## src/rtl/fwd_pkg.sv

```systemverilog
package fwd_pkg;
  // register index width for the whole unit
  parameter int unsigned REG_AW = 5;
  // width of the control word carried from decode into execute
  parameter int unsigned CTRL_W = 9;
  // number of ALU operands served
  parameter int unsigned N_OPND = 2;

  localparam int unsigned SEL_W = 2;

  typedef logic [REG_AW-1:0] reg_idx_t;
  typedef logic [SEL_W-1:0]  opnd_sel_t;

  localparam opnd_sel_t SEL_REGFILE = 2'b00;
  localparam opnd_sel_t SEL_MEMWB   = 2'b01;
  localparam opnd_sel_t SEL_EXMEM   = 2'b10;

  localparam reg_idx_t ZERO_REG = '0;

  // a producer may feed a consumer source only if it writes a real register
  function automatic logic producer_hits(input logic we, input reg_idx_t dst,
                                         input reg_idx_t src);
    return we && (dst != ZERO_REG) && (dst == src);
  endfunction

  // newer stage has precedence over older stage
  function automatic opnd_sel_t pick_source(input logic hit_new, input logic hit_old);
    if (hit_new)      return SEL_EXMEM;
    else if (hit_old) return SEL_MEMWB;
    else              return SEL_REGFILE;
  endfunction
endpackage

```

## src/rtl/fwd_hit_detect.sv

```systemverilog
module fwd_hit_detect
  import fwd_pkg::*;
(
  input  logic     prod_we,
  input  reg_idx_t prod_rd,
  input  reg_idx_t cons_src,
  output logic     hit
);
  assign hit = producer_hits(prod_we, prod_rd, cons_src);
endmodule

```

## src/rtl/fwd_operand_sel.sv

```systemverilog
module fwd_operand_sel
  import fwd_pkg::*;
(
  input  reg_idx_t  src,
  input  reg_idx_t  exmem_rd,
  input  logic      exmem_we,
  input  reg_idx_t  memwb_rd,
  input  logic      memwb_we,
  output logic      hit_exmem,
  output logic      hit_memwb,
  output opnd_sel_t sel
);
  fwd_hit_detect u_hit_new (
    .prod_we (exmem_we),
    .prod_rd (exmem_rd),
    .cons_src(src),
    .hit     (hit_exmem)
  );

  fwd_hit_detect u_hit_old (
    .prod_we (memwb_we),
    .prod_rd (memwb_rd),
    .cons_src(src),
    .hit     (hit_memwb)
  );

  assign sel = pick_source(hit_exmem, hit_memwb);
endmodule

```

## src/rtl/load_use_detect.sv

```systemverilog
module load_use_detect
  import fwd_pkg::*;
(
  input  logic     ex_is_load,
  input  reg_idx_t ex_rd,
  input  reg_idx_t id_rs,
  input  reg_idx_t id_rt,
  input  logic [CTRL_W-1:0] id_ctrl,
  output logic     hit_rs,
  output logic     hit_rt,
  output logic     stall,
  output logic [CTRL_W-1:0] idex_ctrl
);
  // a load in execute acts as a producer whose data is not yet available
  fwd_hit_detect u_lu_rs (
    .prod_we (ex_is_load),
    .prod_rd (ex_rd),
    .cons_src(id_rs),
    .hit     (hit_rs)
  );

  fwd_hit_detect u_lu_rt (
    .prod_we (ex_is_load),
    .prod_rd (ex_rd),
    .cons_src(id_rt),
    .hit     (hit_rt)
  );

  assign stall = hit_rs | hit_rt;

  // bubble insertion: squash the control word entering execute
  assign idex_ctrl = stall ? '0 : id_ctrl;
endmodule

```

## src/rtl/fwd_unit.sv

```systemverilog
module fwd_unit
  import fwd_pkg::*;
(
  input  logic [4:0] ex_rs,
  input  logic [4:0] ex_rt,
  input  logic [4:0] ex_rd,
  input  logic       ex_is_load,
  input  logic [4:0] exmem_rd,
  input  logic       exmem_we,
  input  logic [4:0] memwb_rd,
  input  logic       memwb_we,
  input  logic [4:0] id_rs,
  input  logic [4:0] id_rt,
  input  logic [8:0] id_ctrl,
  output logic [1:0] fwd_a,
  output logic [1:0] fwd_b,
  output logic       stall,
  output logic [8:0] idex_ctrl
);
  reg_idx_t  src_vec [N_OPND];
  opnd_sel_t sel_vec [N_OPND];
  logic [N_OPND-1:0] hit_exmem_vec;
  logic [N_OPND-1:0] hit_memwb_vec;
  logic lu_hit_rs, lu_hit_rt;

  assign src_vec[0] = ex_rs;
  assign src_vec[1] = ex_rt;

  for (genvar g = 0; g < N_OPND; g++) begin : g_opnd
    fwd_operand_sel u_sel (
      .src      (src_vec[g]),
      .exmem_rd (exmem_rd),
      .exmem_we (exmem_we),
      .memwb_rd (memwb_rd),
      .memwb_we (memwb_we),
      .hit_exmem(hit_exmem_vec[g]),
      .hit_memwb(hit_memwb_vec[g]),
      .sel      (sel_vec[g])
    );
  end

  assign fwd_a = sel_vec[0];
  assign fwd_b = sel_vec[1];

  load_use_detect u_lu (
    .ex_is_load(ex_is_load),
    .ex_rd     (ex_rd),
    .id_rs     (id_rs),
    .id_rt     (id_rt),
    .id_ctrl   (id_ctrl),
    .hit_rs    (lu_hit_rs),
    .hit_rt    (lu_hit_rt),
    .stall     (stall),
    .idex_ctrl (idex_ctrl)
  );
endmodule

```

## config.mk

```make
export PLATFORM = sky130hd
export DESIGN_NAME = fwd_unit
export DESIGN_NICKNAME = d
export VERILOG_FILES = /design/src/rtl/fwd_pkg.sv /design/src/rtl/fwd_hit_detect.sv /design/src/rtl/fwd_operand_sel.sv /design/src/rtl/load_use_detect.sv /design/src/rtl/fwd_unit.sv
export SDC_FILE = /design/constraint.sdc
export NUM_CORES = 1
export LEC_CHECK = 0
export CAP_MARGIN = 20
export CORE_UTILIZATION = 27
export DETAILED_ROUTE_END_ITERATION = 6
export PLACE_DENSITY_LB_ADDON = 0.08
export REMOVE_ABC_BUFFERS = 1
export SLEW_MARGIN = 20
export SYNTH_ARGS = -nofsm -noshare
export SYNTH_HDL_FRONTEND = slang
export SYNTH_SLANG_ARGS = --single-unit
```

## constraint.sdc

```tcl
create_clock -name vclk -period 1.7
set_clock_uncertainty 0.2 [all_clocks]
set_input_delay 0.17 -clock vclk [all_inputs]
set_output_delay 0.17 -clock vclk [all_outputs]
set_load 0.01 [all_outputs]
```

Yosys cells after proc, flatten, opt, wreduce, memory -nomap -nowiden. Index checks and enable logic that the tools add are counted.

Register bits after elaboration: 0. Bits in latches: 0. RAM bits: 0. ROM bits: 0. Input port bits: 47. Output and inout bits: 14. Logic and storage cells: 24. Memories kept: 0.

$add $sub $neg: 0. Multipliers: 0. Div/mod/pow operators: 0. $lt $le $gt $ge: 0. Equality and inequality tests: 6. Shift-type cells: 0. Muxes and demuxes: 5. Bitwise logic cells: 1. Reduce and logical (&&, ||, !) cells: 12.

Operator list (count): == test 5 bit (6); nonzero test 5 bit (3); logical AND 1 bit (9); two-way mux 9 bit (1); two-way mux 2 bit (2); two-way mux 1 bit (2); bitwise OR 1 bit (1).

Depth between registers and ports, before layout. Gate-level depths: netlist of the first run.

Depth after elaboration: 5. Mapped depth: 4. Mapped depth without buffers: 4.

Modules after synthesis. A second synthesis of the first run with hierarchy kept.

Cells, all modules: 76. Area total of the unflattened synthesis: 596.8 sq um.

By module, submodules not included: fwd_hit_detect (times used 6, cells an instance 10, area an instance 76.3 sq um, seq. area each 0.0 sq um); load_use_detect (times used 1, cells an instance 12, area an instance 96.3 sq um, seq. area each 0.0 sq um); fwd_operand_sel (times used 2, cells an instance 2, area an instance 21.3 sq um, seq. area each 0.0 sq um).

Least setup slack after synthesis of the first run. Ideal clock, no wire load.

Path kind: input to output. From: in exmem_rd[0]. To: out fwd_a[0]. Data arrival time: 1275 ps. Data required time: 1330 ps. Setup slack: 55 ps. Cell stages on the path: 4. Path buffers: 0. Path through: or4_1 -> o21ai_2 -> nor4_1 -> nor4_2.

Longest elaborated chain between the ends: 4. Elaborated cells between the ends (all ways): 5. Classes of those cells: eq/ne (1); mux (1); reduce/logical (3).

RTL lines: start: declaration (RTL line fwd_unit.sv:8) `input logic [4:0] exmem_rd,`; nonzero test 5 bit (RTL line fwd_pkg.sv:23) `return we && (dst != ZERO_REG) && (dst == src);`; logical AND 1 bit (RTL line fwd_pkg.sv:23); logical AND 1 bit (*) (RTL line fwd_pkg.sv:23); named net g_opnd[0].u_sel.hit_exmem (RTL line fwd_operand_sel.sv:9) `output logic hit_exmem,`; two-way mux 2 bit (*) (RTL line fwd_pkg.sv:28) `if (hit_new) return SEL_EXMEM;`; end: declaration (RTL line fwd_unit.sv:15) `output logic [1:0] fwd_a,`.

The timed path passes the listed nets; every way through them passes the cells marked *.

Worst setup path after layout of the first run.
From: in exmem_rd[3]. To: out fwd_b[0].

Longest elaborated chain between the ends: 4. Elaborated cells between the ends (all ways): 5. Classes of those cells: eq/ne (1); mux (1); reduce/logical (3).

RTL lines: nonzero test 5 bit (RTL line fwd_pkg.sv:23); logical AND 1 bit (RTL line fwd_pkg.sv:23); logical AND 1 bit (*) (RTL line fwd_pkg.sv:23); two-way mux 2 bit (*) (RTL line fwd_pkg.sv:28); end: declaration (RTL line fwd_unit.sv:16) `output logic [1:0] fwd_b,`.

Mark *: on every way between the ends. The rest lies on a longest branch, timed or not.

==> run_results.csv, run 1 <==
group,metric,value,unit
place,portBuffers,61,
sta,fmax,518,MHz
logic_synthesis,synthMuxAreaShare,0,
cts,ctsHoldBuffers,0,
global_route,grt_overflow_total,0,
routing,drc_errors,4,
logic_synthesis,synth_xor_area_frac,0.545,
sta,slew_headroom,0.776,
logic_synthesis,synth_simple_gate_area_frac,0.226,
layout,final_common_cell,"buf_2",
floorplan,design.die.area,1960,um2
logic_synthesis,synth.distinct_cells,14,
logic_synthesis,yosys.area_share.adder,0,
sta,finalCritPeriodShare,1.14,
routing,first_pass_iters,6,
power_and_ir_drop,p_total,0.347,mW
logic_synthesis,synth_compound_area_frac,0.197,
worst_setup_path,cp-end-kind,"output pin",
place,gp_congestion,0.734,
global_route,antenna_found_initial,0,
sta,hold_slack,0.668,ns
layout,multiInputGateArea,659,um2
routing,drt-total-wl,2.72,mm
floorplan,initial_utilization,0.302,
worst_setup_path,crit_path_max_incr_delay,0.54,ns
logic_synthesis,seq_area_frac_synth,0,
power_and_ir_drop,p_leak,0.611,nW
global_route,grt_pass1_wl,3.28,mm
logic_synthesis,syn-cell-area,482,um2
sta,tns,-0.672,ns
worst_setup_path,cp-start-kind,"primary input",
layout,fillers,93,
worst_setup_path,cpMostUsedCell,"buf_2",
floorplan,die_w,44.2,um
sta,timing.final.ws_setup,-0.231,ns
place,dp_hpwl,1.73,mm
logic_synthesis,synthCells,61,
worst_setup_path,cp_data_required_time,1.33,ns
global_route,grtUsageTotal,0.220,
floorplan,num_io_pins,61,
routing,wl_per_cell,16.3,um
layout,final_cell_mix,"buf_2 (20), buf_4 (15), buf_6 (14), dlygate4sd2_1 (14), xor2_1 (13)",
layout,clkbuf_count,0,
worst_setup_path,cp_max_fo,2,
floorplan,rows,14,
layout,final_nets,192,
flow_run,max-cap-violations,0,
worst_setup_path,crit_path_cell_trace,"buf_2 > or4_4 > o21ai_4 > buf_4 > nor4_4 > nor4_2 > buf_2",
power_and_ir_drop,power_density,254,nW/um2
layout,num_antenna_cells,0,
hold_path,hold_depth,4,
sta,hold_viol,0,
sta,min_period,1.93,ns
logic_synthesis,avgSynthCellArea,7.90,um2
routing,vias_per_cell,4.78,
worst_setup_path,cp_slowest_cell,"or4_4",
sta,setup_viol,9,
status,violations,"DRC, setup timing",
global_route,first_global_vias,757,
routing,drtIter0Drc,16,
routing,vias,799,
status,run_status,"finished, violations left",
power_and_ir_drop,ir_drop,0.000170,V
sta,rsz0062_at_grt,"true",
worst_setup_path,critPathKind,"in -> out",
floorplan,core_region_area,1590,um2
sta,drv_slew,0,
logic_synthesis,yosys_warnings,0,
layout,drive_gt1_frac,0.573,
layout,seq_area,0,um2
floorplan,die_h,44.2,um
layout,seq_cells,0,
hold_path,worstHoldPathType,"in -> out",
routing,antenna_left,0,
worst_setup_path,worstPathArrival,1.56,ns
layout,syn_to_final_growth,184,%
sta,tightest_slew,0.334,ns
logic_synthesis,synth_top_family_by_area,"XOR/XNOR gates",
global_route,grt_max_degree,6,
## timing repair
action                     4_1_cts  5_1_grt
pin swaps                       36       18
setup endpoints to repair       14       14
gates cloned                     2        0
setup buffers                    1        1
resized for setup              175       27
## cells by family after synthesis
group,after synthesis
buffers and inverters,2
and+or+nand+nor,16
AOI/OAI and AO/OA,13
xor gates and xnor gates,30
## metrics by stage
step                      worst slack (ns)  instances  cell area, um2  utilization
after global routing                -0.276        167            1370        0.858
after global placement              -0.877        163            1250        0.784
after detailed placement            -0.923        163            1250        0.784
after CTS                           -0.136        166            1260        0.791
final                               -0.231        167            1370        0.858
after floorplan                     0.0162         59             467            -
## where the power goes
| group | internal [mW] | total (mW) | switching [mW] |
|---|---|---|---|
| registers | 0 | 0 | 0 |
| clock network | 0 | 0 | 0 |
| logic | 0.198 | 0.347 | 0.150 |
## worst max-delay path: cells and delay by family
kind | cells | cell delay, ns
and+or+nand+nor | 3 | 0.76
buffers and inverters | 3 | 0.45
AOI/OAI and AO/OA | 1 | 0.18
## cell usage after synthesis, drive strengths merged
cell,n,area [um2]
a21boi,9,67.6
and2,1,6.26
buf,2,15.0
nand2,2,7.51
nand3,4,20.0
nor4,4,37.5
o21a,1,7.51
o21ai,2,13.8
o22ai,1,6.26
or4,5,37.5
xnor2,16,140
xor2,14,123
## final timing paths
kind	slack [ns]	from	end
worst max-delay path	-0.23	exmem_rd[3]	fwd_b[0]
worst min-delay path	0.67	ex_rd[4]	idex_ctrl[3]
## routing by layer
| metal | track usage | up-vias | part of all wire |
|---|---|---|---|
| met1 | 0.250 | 374 | 0.37 |
| met3 | 0.00816 | 6 | 0.052 |
| li1 | - | 387 | - |
| met2 | 0.456 | 32 | 0.56 |
| met5 | 0 | - | 0 |
| met4 | 0.0182 | 0 | 0.021 |
## area by class of cell
| cell class | count | area share |
|---|---|---|
| Timing Repair Buffer | 83 | 0.496 |
| Tap cell | 24 | 0.0220 |
| Multi-Input combinational cell | 60 | 0.482 |
(Power assumes the default switching activity.)
==> inputs of run 2 (changes only) <==
Settings changed: MAX_ROUTING_LAYER set to met4.
==> results of run 2 <==
Final layout, timing and power as in run 1 (identical DEF).
Main changes from that run: final weighted congestion in routability-driven placement 0.734 -> 0.742; overall routing resource usage 0.220 -> 0.226
==> inputs of run 3 (changes only) <==
Settings changed: SLEW_MARGIN 20 to not set.
==> results of run 3 <==
Final layout, timing and power as in run 1 (identical DEF).
Main changes from that run: final weighted congestion in routability-driven placement 0.734 -> 0.742; overall routing resource usage 0.220 -> 0.226
